### config.mk
export PLATFORM = sky130hd
export DESIGN_NAME = fout_pin_mux
export DESIGN_NICKNAME = d
export VERILOG_FILES = /design/src/rtl/fout_pin_mux.sv
export SDC_FILE = /design/constraint.sdc
export NUM_CORES = 1
export LEC_CHECK = 0
export BUFFER_PORTS_ARGS = -buffer_cell sky130_fd_sc_hd__buf_2
export CORE_UTILIZATION = 65
export DETAILED_ROUTE_END_ITERATION = 8
export PLACE_DENSITY = 0.87
export SYNTH_ARGS = -nofsm -noshare
export SYNTH_HDL_FRONTEND = slang
export SYNTH_SLANG_ARGS = --single-unit
### constraint.sdc
create_clock -name clk -period 5.9 [get_ports clk]
set_clock_uncertainty 0.1 [all_clocks]
set_input_delay 0.885 -clock clk [delete_from_list [all_inputs] [get_ports clk]]
set_output_delay 0.885 -clock clk [all_outputs]
set_load 0.01 [all_outputs]
### src/rtl/fout_pin_mux.sv
module fout_pin_mux #(
  parameter int DIV_W = 21
) (
  input  logic       clk,
  input  logic       rst_n,
  input  logic       tb_tick,
  input  logic [3:0] freq_sel,
  input  logic       on_battery,
  input  logic       blank_on_battery,
  input  logic       alarm_irq,
  output logic       pin_pull_low
);

  localparam int IDX_W = $clog2(DIV_W);

  function automatic logic [IDX_W-1:0] tap_of(input logic [3:0] code);
    case (code)
      4'd1:    tap_of = IDX_W'(0);
      4'd2:    tap_of = IDX_W'(3);
      4'd3:    tap_of = IDX_W'(5);
      default: tap_of = IDX_W'(int'(code) + 5);
    endcase
  endfunction

  logic [DIV_W-1:0] div_q;
  logic [DIV_W-1:0] div_nx;
  logic [3:0]       code_q;
  logic             wave_q;
  logic             blank;

  assign div_nx = div_q + 1'b1;
  assign blank  = on_battery & blank_on_battery;

  always_ff @(posedge clk or negedge rst_n) begin
    if (!rst_n) begin
      div_q  <= '0;
      code_q <= 4'd0;
      wave_q <= 1'b0;
    end else if (tb_tick) begin
      div_q  <= div_nx;
      code_q <= freq_sel;
      wave_q <= (freq_sel == 4'd0) ? 1'b1 : div_nx[tap_of(freq_sel)];
    end
  end

  assign pin_pull_low = blank ? 1'b0 : ((code_q == 4'd0) ? alarm_irq : ~wave_q);

  assert_div_step_R10: assert property (@(posedge clk) disable iff (!rst_n)
    tb_tick |=> div_q == $past(div_q) + 1'b1);

  assert_hold_between_ticks_R9: assert property (@(posedge clk) disable iff (!rst_n)
    !tb_tick |=> ($stable(code_q) && $stable(wave_q) && $stable(div_q)));

  assert_fast_follow_R3: assert property (@(posedge clk) disable iff (!rst_n)
    (tb_tick && freq_sel == 4'd1 && code_q == 4'd1) |=> wave_q != $past(wave_q));

  assert_blank_release_R7: assert property (@(posedge clk) disable iff (!rst_n)
    (on_battery && blank_on_battery) |-> !pin_pull_low);

endmodule

==> results.toml, run 1 <==
[timing]
period_needed_ns = 2.92
fin_crit_sh_pct = 49.5
setup_viol = 0
fmax_ghz = 0.342
hold_slack_ns = 0.400
tightest_slew_ns = 0.588
maxSlewViolCount = 0
hold_violations = 0
tns_ns = 0
timing.final.ws_setup_ns = 2.98
slew_headroom_pct = 60.8
rsz0062_at_grt = "no"

[pwr]
power.total_mw = 0.468
peakVddDrop_uv = 228
power_per_cell_area_mw_per_mm2 = 224
p_leak_nw = 0.848

[synth]
synth_cell_types = 60
ys_seq_elements = 26
synth_fa_ha_area_share_pct = 3.01
synth-compound-area-share_pct = 15.5
syn-instance-count = 223
synthMuxAreaShare_pct = 4.21
synthArstFlopShare_pct = 100
syn_area_mm2 = 0.00208
synth_edf_count = 0
synth_xor_area_share_pct = 12.2
syn_nets = 238
ys_seq_area_share_pct = 31.3
ys_warn_count = 0
syn_area_per_cell_um2 = 9.32
synth-main-ff-cell = "dfrtp_1"
synth_top_family_by_area = "simple AND/OR/NAND/NOR gates"
synthSimpleGateAreaFrac_pct = 27.1

[floorplan]
initial_utilization_pct = 68.1
pin_count = 11
core_area_mm2 = 0.00305
die_w_um = 58.5
die-area_mm2 = 0.00343
die_h_um = 58.5
rows = 20

[final_layout]
final_core_util_pct = 68.5
drive_gt1_share_pct = 16.4
antenna_cells = 0
area_growth_pct = 0.602
fin_cells = 264
fillers = 246
fin_area_mm2 = 0.00209
nets = 237

[critical_path]
end_kind = "flop"
worstPathRequired_ns = 6.00
critPathKind = "in -> reg"
start_kind = "input port"
critPathMaxFanout = 15
timing.critical_path.arrival_ns = 3.02

[clocking]
clk_latency_ns = 0.32
cts_buffer_depth = 2
cts.sinks = 26
path_clk_slew_ns = 0.13
cts-root-buf = "clkbuf_4"
cts_resized = 0
hold_buffers = 0
cts_made_buffers = 3
cts_max_level = 1
cts_tree = "built"
post_cts_buffers = 0

[flow_run]
maxCapViolations = 0

[worst_hold_path]
hp-class = "reg -> reg"

[outcome]
status = "completed"

[detailed_routing]
drt_iter0_drc = 94
drt_pass1_iterations = 4
postRouteAntennaNets = 0
wire_per_inst_um = 14.2
routed-via-count = 1578
drt-vias-per-instance = 5.98
finalWirelength_um = 3750
drc = 0

[placement]
gp_congestion = 0.792
place_inst = 261
dpl.hpwl_um = 2740
pre_cts_slack_ns = 2.68
placed_cell_area_mm2 = 0.00207
io_buffers = 10

[global_routing]
antenna_found_initial = 0
grt_pass1_vias = 1346
grt_pass1_wl_um = 6310
gr-total-overflow = 0
grt_max_degree = 27
grt_use_total_pct = 24.1
[cells in the mapped netlist (4+ instances only)]
cell type,n,area share (%)
o21ai_0,4,0.96
nand2_1,21,3.8
a21oi_1,8,1.9
xor2_1,14,5.9
mux2_2,5,2.7
buf_2,5,1.2
nor2_1,15,2.7
nor3_1,7,1.7
nand4_1,8,2.4
buf_6,5,2.7
ha_1,5,3.0
xnor2_1,15,6.3
nand3_1,15,3.6
dfrtp_1,26,31
inv_1,6,1.1
[placed cells by master, fill, tap and decap left out, types with 2 or more instances in the layout]
cell type	netlist	routed
nand3_1	15	15
and4_1	3	3
o21a_1	2	2
clkbuf_4	0	3
mux2i_1	2	2
xnor2_1	15	15
a31oi_1	3	3
nor2_2	2	2
a21oi_1	8	8
xor2_1	14	14
nand2b_1	3	3
inv_1	6	6
or4_1	2	2
nor3_1	7	7
nand2_1	21	21
nor2_1	15	15
nand4_4	2	2
nor3b_1	2	2
nor4_1	3	3
nand4_1	8	8
ha_1	5	5
and2_1	3	3
dfrtp_1	26	26
o21ai_0	4	4
buf_2	5	10
mux2_2	5	5
[critical path, stage by stage]
cell       delay, ns
buf_2           0.16
ha_1            0.38
nor2_1          0.15
o32ai_4         0.53
mux2_1          0.40
o221ai_2        0.16
o2111ai_1       0.14
o31ai_1         0.11
o211ai_2        0.10
[per-layer routing]
metal,up-vias,part of all wire [%],GRT usage [%]
li1,803,-,-
met1,749,52,37.8
met2,19,44,34.2
met3,7,2.1,2.64
met4,0,1.8,8.50
met5,-,0,0
[state kept, by name (all words and copies together) (netlist names)]
register,flops
div_q,21
code_q,4
wave_q,1
[final cells by class]
class                           count  area, µm²  area share [%]
Clock buffer                        3       22.5            1.08
Inverter                            6       22.5            1.08
Multi-Input combinational cell    175       1290            61.7
Sequential cell                    26        651            31.1
Tap cell                           44       55.1            2.63
Timing Repair Buffer               10       50.0            2.39
[kinds of logic after synthesis]
group,count (synthesis)
buf+inv,22
xor+xnor,29
compound gates,38
fa+ha+maj,5
mux,8
simple gates,95
flops,26
[final timing paths]
check | from | endpoint | slack, ns | depth (start not counted)
min | div_q[20] | div_q[20] | 0.40 | 1
min in group asynchronous | rst_n | wave_q | 0.44 | 1
min reg2reg | div_q[20] | div_q[20] | 0.40 | 1
max reg2reg | div_q[0] | wave_q | 3.42 | 8
max in group asynchronous | rst_n | code_q[2] | 4.87 | 1
max | freq_sel[0] | wave_q | 2.98 | 9
[power by group]
part | switching, mW | internal (mW)
clock network | 0.0496 | 0.0239
logic | 0.0723 | 0.0686
registers | 0.0490 | 0.205
total | 0.171 | 0.297
(Power assumes the default switching activity.)
==> run 2: changes to the inputs <==
--- a/config.mk
+++ b/config.mk
@@ -5,10 +5,11 @@
 export SDC_FILE = /design/constraint.sdc
 export NUM_CORES = 1
 export LEC_CHECK = 0
+export ABC_AREA = 1
 export BUFFER_PORTS_ARGS = -buffer_cell sky130_fd_sc_hd__buf_2
-export CORE_UTILIZATION = 65
+export CORE_UTILIZATION = 61
 export DETAILED_ROUTE_END_ITERATION = 8
-export PLACE_DENSITY = 0.87
+export PLACE_DENSITY = 0.83
 export SYNTH_ARGS = -nofsm -noshare
 export SYNTH_HDL_FRONTEND = slang
 export SYNTH_SLANG_ARGS = --single-unit
==> constraint.sdc (replaced) <==
create_clock -name clk -period 2.8 [get_ports clk]
set_clock_uncertainty 0.1 [all_clocks]
set_input_delay 0.42 -clock clk [delete_from_list [all_inputs] [get_ports clk]]
set_output_delay 0.42 -clock clk [all_outputs]
set_load 0.01 [all_outputs]
==> results.toml, run 2 <==
[pwr]
p_switching_mw = 0.500
clockPowerShare_pct = 16.3
peakVddDrop_uv = 360
seqPwrFrac_pct = 46.1
power_per_cell_area_mw_per_mm2 = 571
p_int_mw = 0.693
pwr-share-comb_pct = 37.6
switching_share_pct = 41.9
p_leak_nw = 1.06

[detailed_routing]
routed-via-count = 1934
drc = 0
drt-vias-per-instance = 5.40
finalWirelength_um = 4420
drt_pass1_iterations = 5
wire_per_inst_um = 12.3
drt_iter0_drc = 149
postRouteAntennaNets = 0

[floorplan]
initial_utilization_pct = 64.2
pin_count = 11
die_w_um = 58.7
rows = 20
die_h_um = 58.7
die-area_mm2 = 0.00344
core_area_mm2 = 0.00305

[synth]
ys_seq_area_share_pct = 33.2
ys_warn_count = 0
synth-main-ff-cell = "dfrtp_1"
yosysMostFrequentCell = "nand2_1"
synthArstFlopShare_pct = 100
ys_seq_elements = 26
syn_area_mm2 = 0.00196
synth.top_cells.by_count = "nand2_1 (91), nand3_1 (42), nor2_1 (37)"
syn_nets = 319
syn_area_per_cell_um2 = 6.45
synth_cell_types = 26
yosysTopAreaCellShare_pct = 33.2
synth_edf_count = 0
yosys-top-cells-area = "dfrtp_1 (33%), nand2_1 (17%), nand3_1 (11%)"
syn-instance-count = 304
synth_largest_area_cell = "dfrtp_1"

[clocking]
hold_buffers = 1
post_cts_buffers = 0
cts_made_buffers = 3
cts_tree = "built"
cts_resized = 0
cts_max_level = 1
cts-root-buf = "clkbuf_4"
cts_buffer_depth = 2
path_clk_slew_ns = 0.14
cts.sinks = 26
clk_latency_ns = 0.33

[global_routing]
met2_usage_pct = 42.0
grt_pass1_vias = 1665
grt_use_met3_pct = 2.64
use_met1_pct = 44.7
grt-busiest-layer = "met1"
antenna_found_initial = 0
grt_pass1_wl_um = 7460
grt_max_degree = 27
grt_use_total_pct = 28.5
gr-total-overflow = 0

[outcome]
status = "completed"

[critical_path]
worstPathRequired_ns = 2.93
end_kind = "flop"
start_kind = "flop"
critPathKind = "reg -> reg"
timing.critical_path.arrival_ns = 2.23
critPathMaxFanout = 4

[final_layout]
antenna_cells = 0
final_core_util_pct = 68.4
biggestRegsByFlops = "div_q (21), code_q (4), wave_q (1)"
layout_commonest_cell = "nand2_1"
drive_gt1_share_pct = 7.96
seqCellArea_um2 = 651
top_register = "div_q"
layout_common_cells = "nand2_1 (91), nand3_1 (42), nor2_1 (37), inv_1 (36), dfrtp_1 (26)"
largest_register_ffs = 21
fillers = 292
multi_input_area_mm2 = 0.00114
nets = 330
area_growth_pct = 6.58

[placement]
gp_congestion = 0.934
io_buffers = 10
pre_cts_slack_ns = 0.429
dpl.hpwl_um = 3530

[flow_run]
maxCapViolations = 0

[timing]
fin_crit_sh_pct = 75.1
maxSlewViolCount = 0
setup_viol = 0
rsz0062_at_grt = "no"
tns_ns = 0
fmax_ghz = 0.476
slew_headroom_pct = 61.7
tightest_slew_ns = 0.575
timing.final.ws_setup_ns = 0.697
hold_violations = 0
period_needed_ns = 2.10

[worst_hold_path]
hp-class = "in -> reg"
[run 2: final timing paths]
| path | startpoint | end | slack [ns] | depth (start not counted) |
|---|---|---|---|---|
| min in group asynchronous | rst_n | div_q[18] | 0.50 | 2 |
| worst min-delay path | freq_sel[3] | code_q[3] | 0.31 | 3 |
| worst max register to register | div_q[0] | wave_q | 0.70 | 10 |
| max in group asynchronous | rst_n | div_q[0] | 1.73 | 2 |
| worst min register to register | code_q[3] | code_q[3] | 0.41 | 2 |
| worst max-delay path | div_q[0] | wave_q | 0.70 | 10 |
[run 2: per-layer routing]
metal  up-vias  share of wire, %  routed length, µm
li1       1009                 -                  -
met1       845                48               2110
met2        73                42               1870
met3         7               8.6                381
met4         0               1.2                 55
met5         -                 0                  0
[run 2: through the flow]
step / power [mW] / instances / instance area [µm²] / hold slack [ns]
finish: 1.19 / 358 / 2090 / 0.309
global route: 1.29 / 358 / 2090 / 0.331
CTS: 1.19 / 358 / 2090 / 0.312
detailed placement: 0.996 / 353 / 2040 / 0.350
global placement: 0.990 / 353 / 2040 / 0.354
floorplan: 0.881 / 304 / 1960 / 0.0244
[run 2: cell families (layout without fill, tap and decap cells)]
logic type                 count (synthesis)  count (layout)  share of synthesized area, %
and+or+nand+nor                          187             187                          41.8
buffers and inverters                     42              52                          8.43
AOI/OAI and AO/OA                         39              39                          11.1
DFF                                       26              26                          33.2
adders and majority gates                  5               5                          3.19
xor gates and xnor gates                   5               5                          2.23
[run 2: critical path, cell delays in order, from the launching register on]
cell,delay [ns]
dfrtp_1,0.43
ha_1,0.23
nand3_1,0.20
nor2_1,0.35
nand3_1,0.17
a21oi_1,0.17
nor2_1,0.06
nand2_1,0.07
nand2_1,0.05
a21oi_1,0.11
a21oi_1,0.07
[run 2: final cells by class]
class,count,share of cell area (%)
tap,44,2.64
inverter,36,6.47
multi-input combinational,236,54.8
timing repair buffer,12,3.24
sequential,26,31.2
clock buffer,4,1.74
[run 2: power groups by stage]
stage	clock network (mW)	logic, mW	registers [mW]
4_1_cts	0.197	0.445	0.546
6_report	0.195	0.448	0.549
3_3_place_gp	0	0.438	0.552
3_5_place_dp	0	0.442	0.554
2_1_floorplan	0	0.351	0.529
5_1_grt	0.213	0.519	0.562
==> run 3: changes to the inputs <==
--- a/config.mk
+++ b/config.mk
@@ -5,11 +5,11 @@
 export SDC_FILE = /design/constraint.sdc
 export NUM_CORES = 1
 export LEC_CHECK = 0
-export ABC_AREA = 1
+export ABC_AREA = 0
 export BUFFER_PORTS_ARGS = -buffer_cell sky130_fd_sc_hd__buf_2
-export CORE_UTILIZATION = 61
+export CORE_UTILIZATION = 55
 export DETAILED_ROUTE_END_ITERATION = 8
-export PLACE_DENSITY = 0.83
+export PLACE_DENSITY = 0.79
 export SYNTH_ARGS = -nofsm -noshare
 export SYNTH_HDL_FRONTEND = slang
 export SYNTH_SLANG_ARGS = --single-unit
==> constraint.sdc (replaced) <==
create_clock -name clk -period 1.78 [get_ports clk]
set_clock_uncertainty 0.1 [all_clocks]
set_input_delay 0.267 -clock clk [delete_from_list [all_inputs] [get_ports clk]]
set_output_delay 0.267 -clock clk [all_outputs]
set_load 0.01 [all_outputs]
==> results.toml, run 3 (same netlist as run 1, synthesis figures left out) <==
[pwr]
power.total_mw = 2.07
p_leak_nw = 1.27
seqPwrFrac_pct = 38.3
power_per_cell_area_mw_per_mm2 = 726
p_int_mw = 1.34
peakVddDrop_uv = 445
switching_share_pct = 35.2
p_switching_mw = 0.729
pwr-share-comb_pct = 42.6
clockPowerShare_pct = 19.0

[clocking]
cts-root-buf = "clkbuf_8"
cts.sinks = 26
path_clk_slew_ns = 0.10
cts_max_level = 1
cts_buffer_depth = 2
clk_latency_ns = 0.28
cts_made_buffers = 3
cts_tree = "built"

[global_routing]
grt_pass1_wl_um = 8750
grt_max_degree = 27
grt_use_total_pct = 27.9
antenna_found_initial = 0
grt_pass1_vias = 1908
gr-total-overflow = 0

[critical_path]
critPathBufInv = 1
crit_path_cell_trace = "buf_6 > and4_1 > nand2b_1 > o311ai_1 > nor4_2 > o31ai_2 > o211ai_2"
end_kind = "flop"
critPathSlowestCell = "dfrtp_1"
timing.critical_path.arrival_ns = 2.10
critPathKind = "reg -> reg"
critPathMaxFanout = 5
worstPathRequired_ns = 1.84
start_kind = "flop"
cpLargestDelayFamily = "compound AO/OA/AOI/OAI gates"
cp_slowest_stage_delay_ns = 0.41

[final_layout]
biggestRegsByFlops = "div_q (21), code_q (4), wave_q (1)"
multi_input_area_mm2 = 0.00149
final_core_util_pct = 82.3
antenna_cells = 0
nets = 302
layout_commonest_cell = "buf_4"
area_growth_pct = 37.3
seqCellArea_um2 = 652
fillers = 185
layout_common_cells = "buf_4 (58), dfrtp_1 (25), nand2_1 (18), nor2_1 (13), xor2_1 (13)"
drive_gt1_share_pct = 46.2
top_register = "div_q"
largest_register_ffs = 21

[placement]
gp_congestion = 0.970
dpl.hpwl_um = 3820
pre_cts_slack_ns = -0.469
io_buffers = 10

[timing]
hold_violations = 0
tightest_slew_ns = 0.580
maxSlewViolCount = 0
tns_ns = -0.842
period_needed_ns = 2.04
slew_headroom_pct = 61.3
timing.final.ws_setup_ns = -0.262
rsz0062_at_grt = "yes"
fmax_ghz = 0.490
hold_slack_ns = 0.230
setup_viol = 8
fin_crit_sh_pct = 115

[flow_run]
maxCapViolations = 0

[floorplan]
pin_count = 11
die_h_um = 63.5
die_w_um = 63.5
initial_utilization_pct = 59.9
die-area_mm2 = 0.00403
rows = 21
core_area_mm2 = 0.00347

[detailed_routing]
finalWirelength_um = 5820
postRouteAntennaNets = 0
routed-via-count = 2046
drt_iter0_drc = 143
drt_pass1_iterations = 4
wire_per_inst_um = 17.5
drc = 0
drt-vias-per-instance = 6.16

[outcome]
violations = "negative setup slack"
status = "finished with violations"

[worst_hold_path]
hp-class = "in -> reg"
==> run 3: cell type report <==
class | count | area share (%)
multi-input cells | 175 | 52.1
flip-flops and latches | 26 | 22.8
repair buffers | 75 | 20.3
inverters | 6 | 0.789
well taps | 46 | 2.02
clock buffers | 4 | 1.93
==> run 3: repair_timing <==
item | CTS | global route
endpoints found under the hold margin | 26 | 0
setup endpoints to repair | 8 | 9
pin swaps | 1 | 17
setup buffers | 0 | 1
resized for setup | 4 | 31
hold buffers | 1 | 0
==> run 3: power groups by stage <==
stage / Combinational, mW / Clock [mW] / Sequential (mW)
after global routing: 0.957 / 0.416 / 0.808
after detailed placement: 0.824 / 0 / 0.800
after global placement: 0.790 / 0 / 0.793
final: 0.884 / 0.394 / 0.795
after floorplan: 0.494 / 0 / 0.789
after CTS: 0.836 / 0.392 / 0.791
==> run 3: path summary, 6_finish.rpt <==
check	start	endpoint	slack, ns	cells after the start
setup / recovery	div_q[1]	wave_q	-0.26	7
hold / removal	freq_sel[0]	code_q[0]	0.23	2
setup reg to reg	div_q[1]	wave_q	-0.26	7
hold reg to reg	div_q[16]	div_q[16]	0.41	1
max in group asynchronous	rst_n	div_q[0]	0.73	2
min in group asynchronous	rst_n	code_q[2]	0.42	2
==> run 3: per-layer routing <==
| metal | vias to the layer above | part of all wire [%] | global-route usage (%) |
|---|---|---|---|
| li1 | 926 | - | - |
| met1 | 982 | 42 | 37.2 |
| met2 | 105 | 47 | 45.9 |
| met3 | 33 | 6.3 | 2.36 |
| met4 | 0 | 4.2 | 12.2 |
| met5 | - | 0 | 0 |
==> run 3: through the flow <==
stage	instance area [µm²]	cells
after detailed placement	2620	326
after floorplan	2130	223
final	2850	332
after CTS	2700	331
after global routing	2850	332
after global placement	2620	326
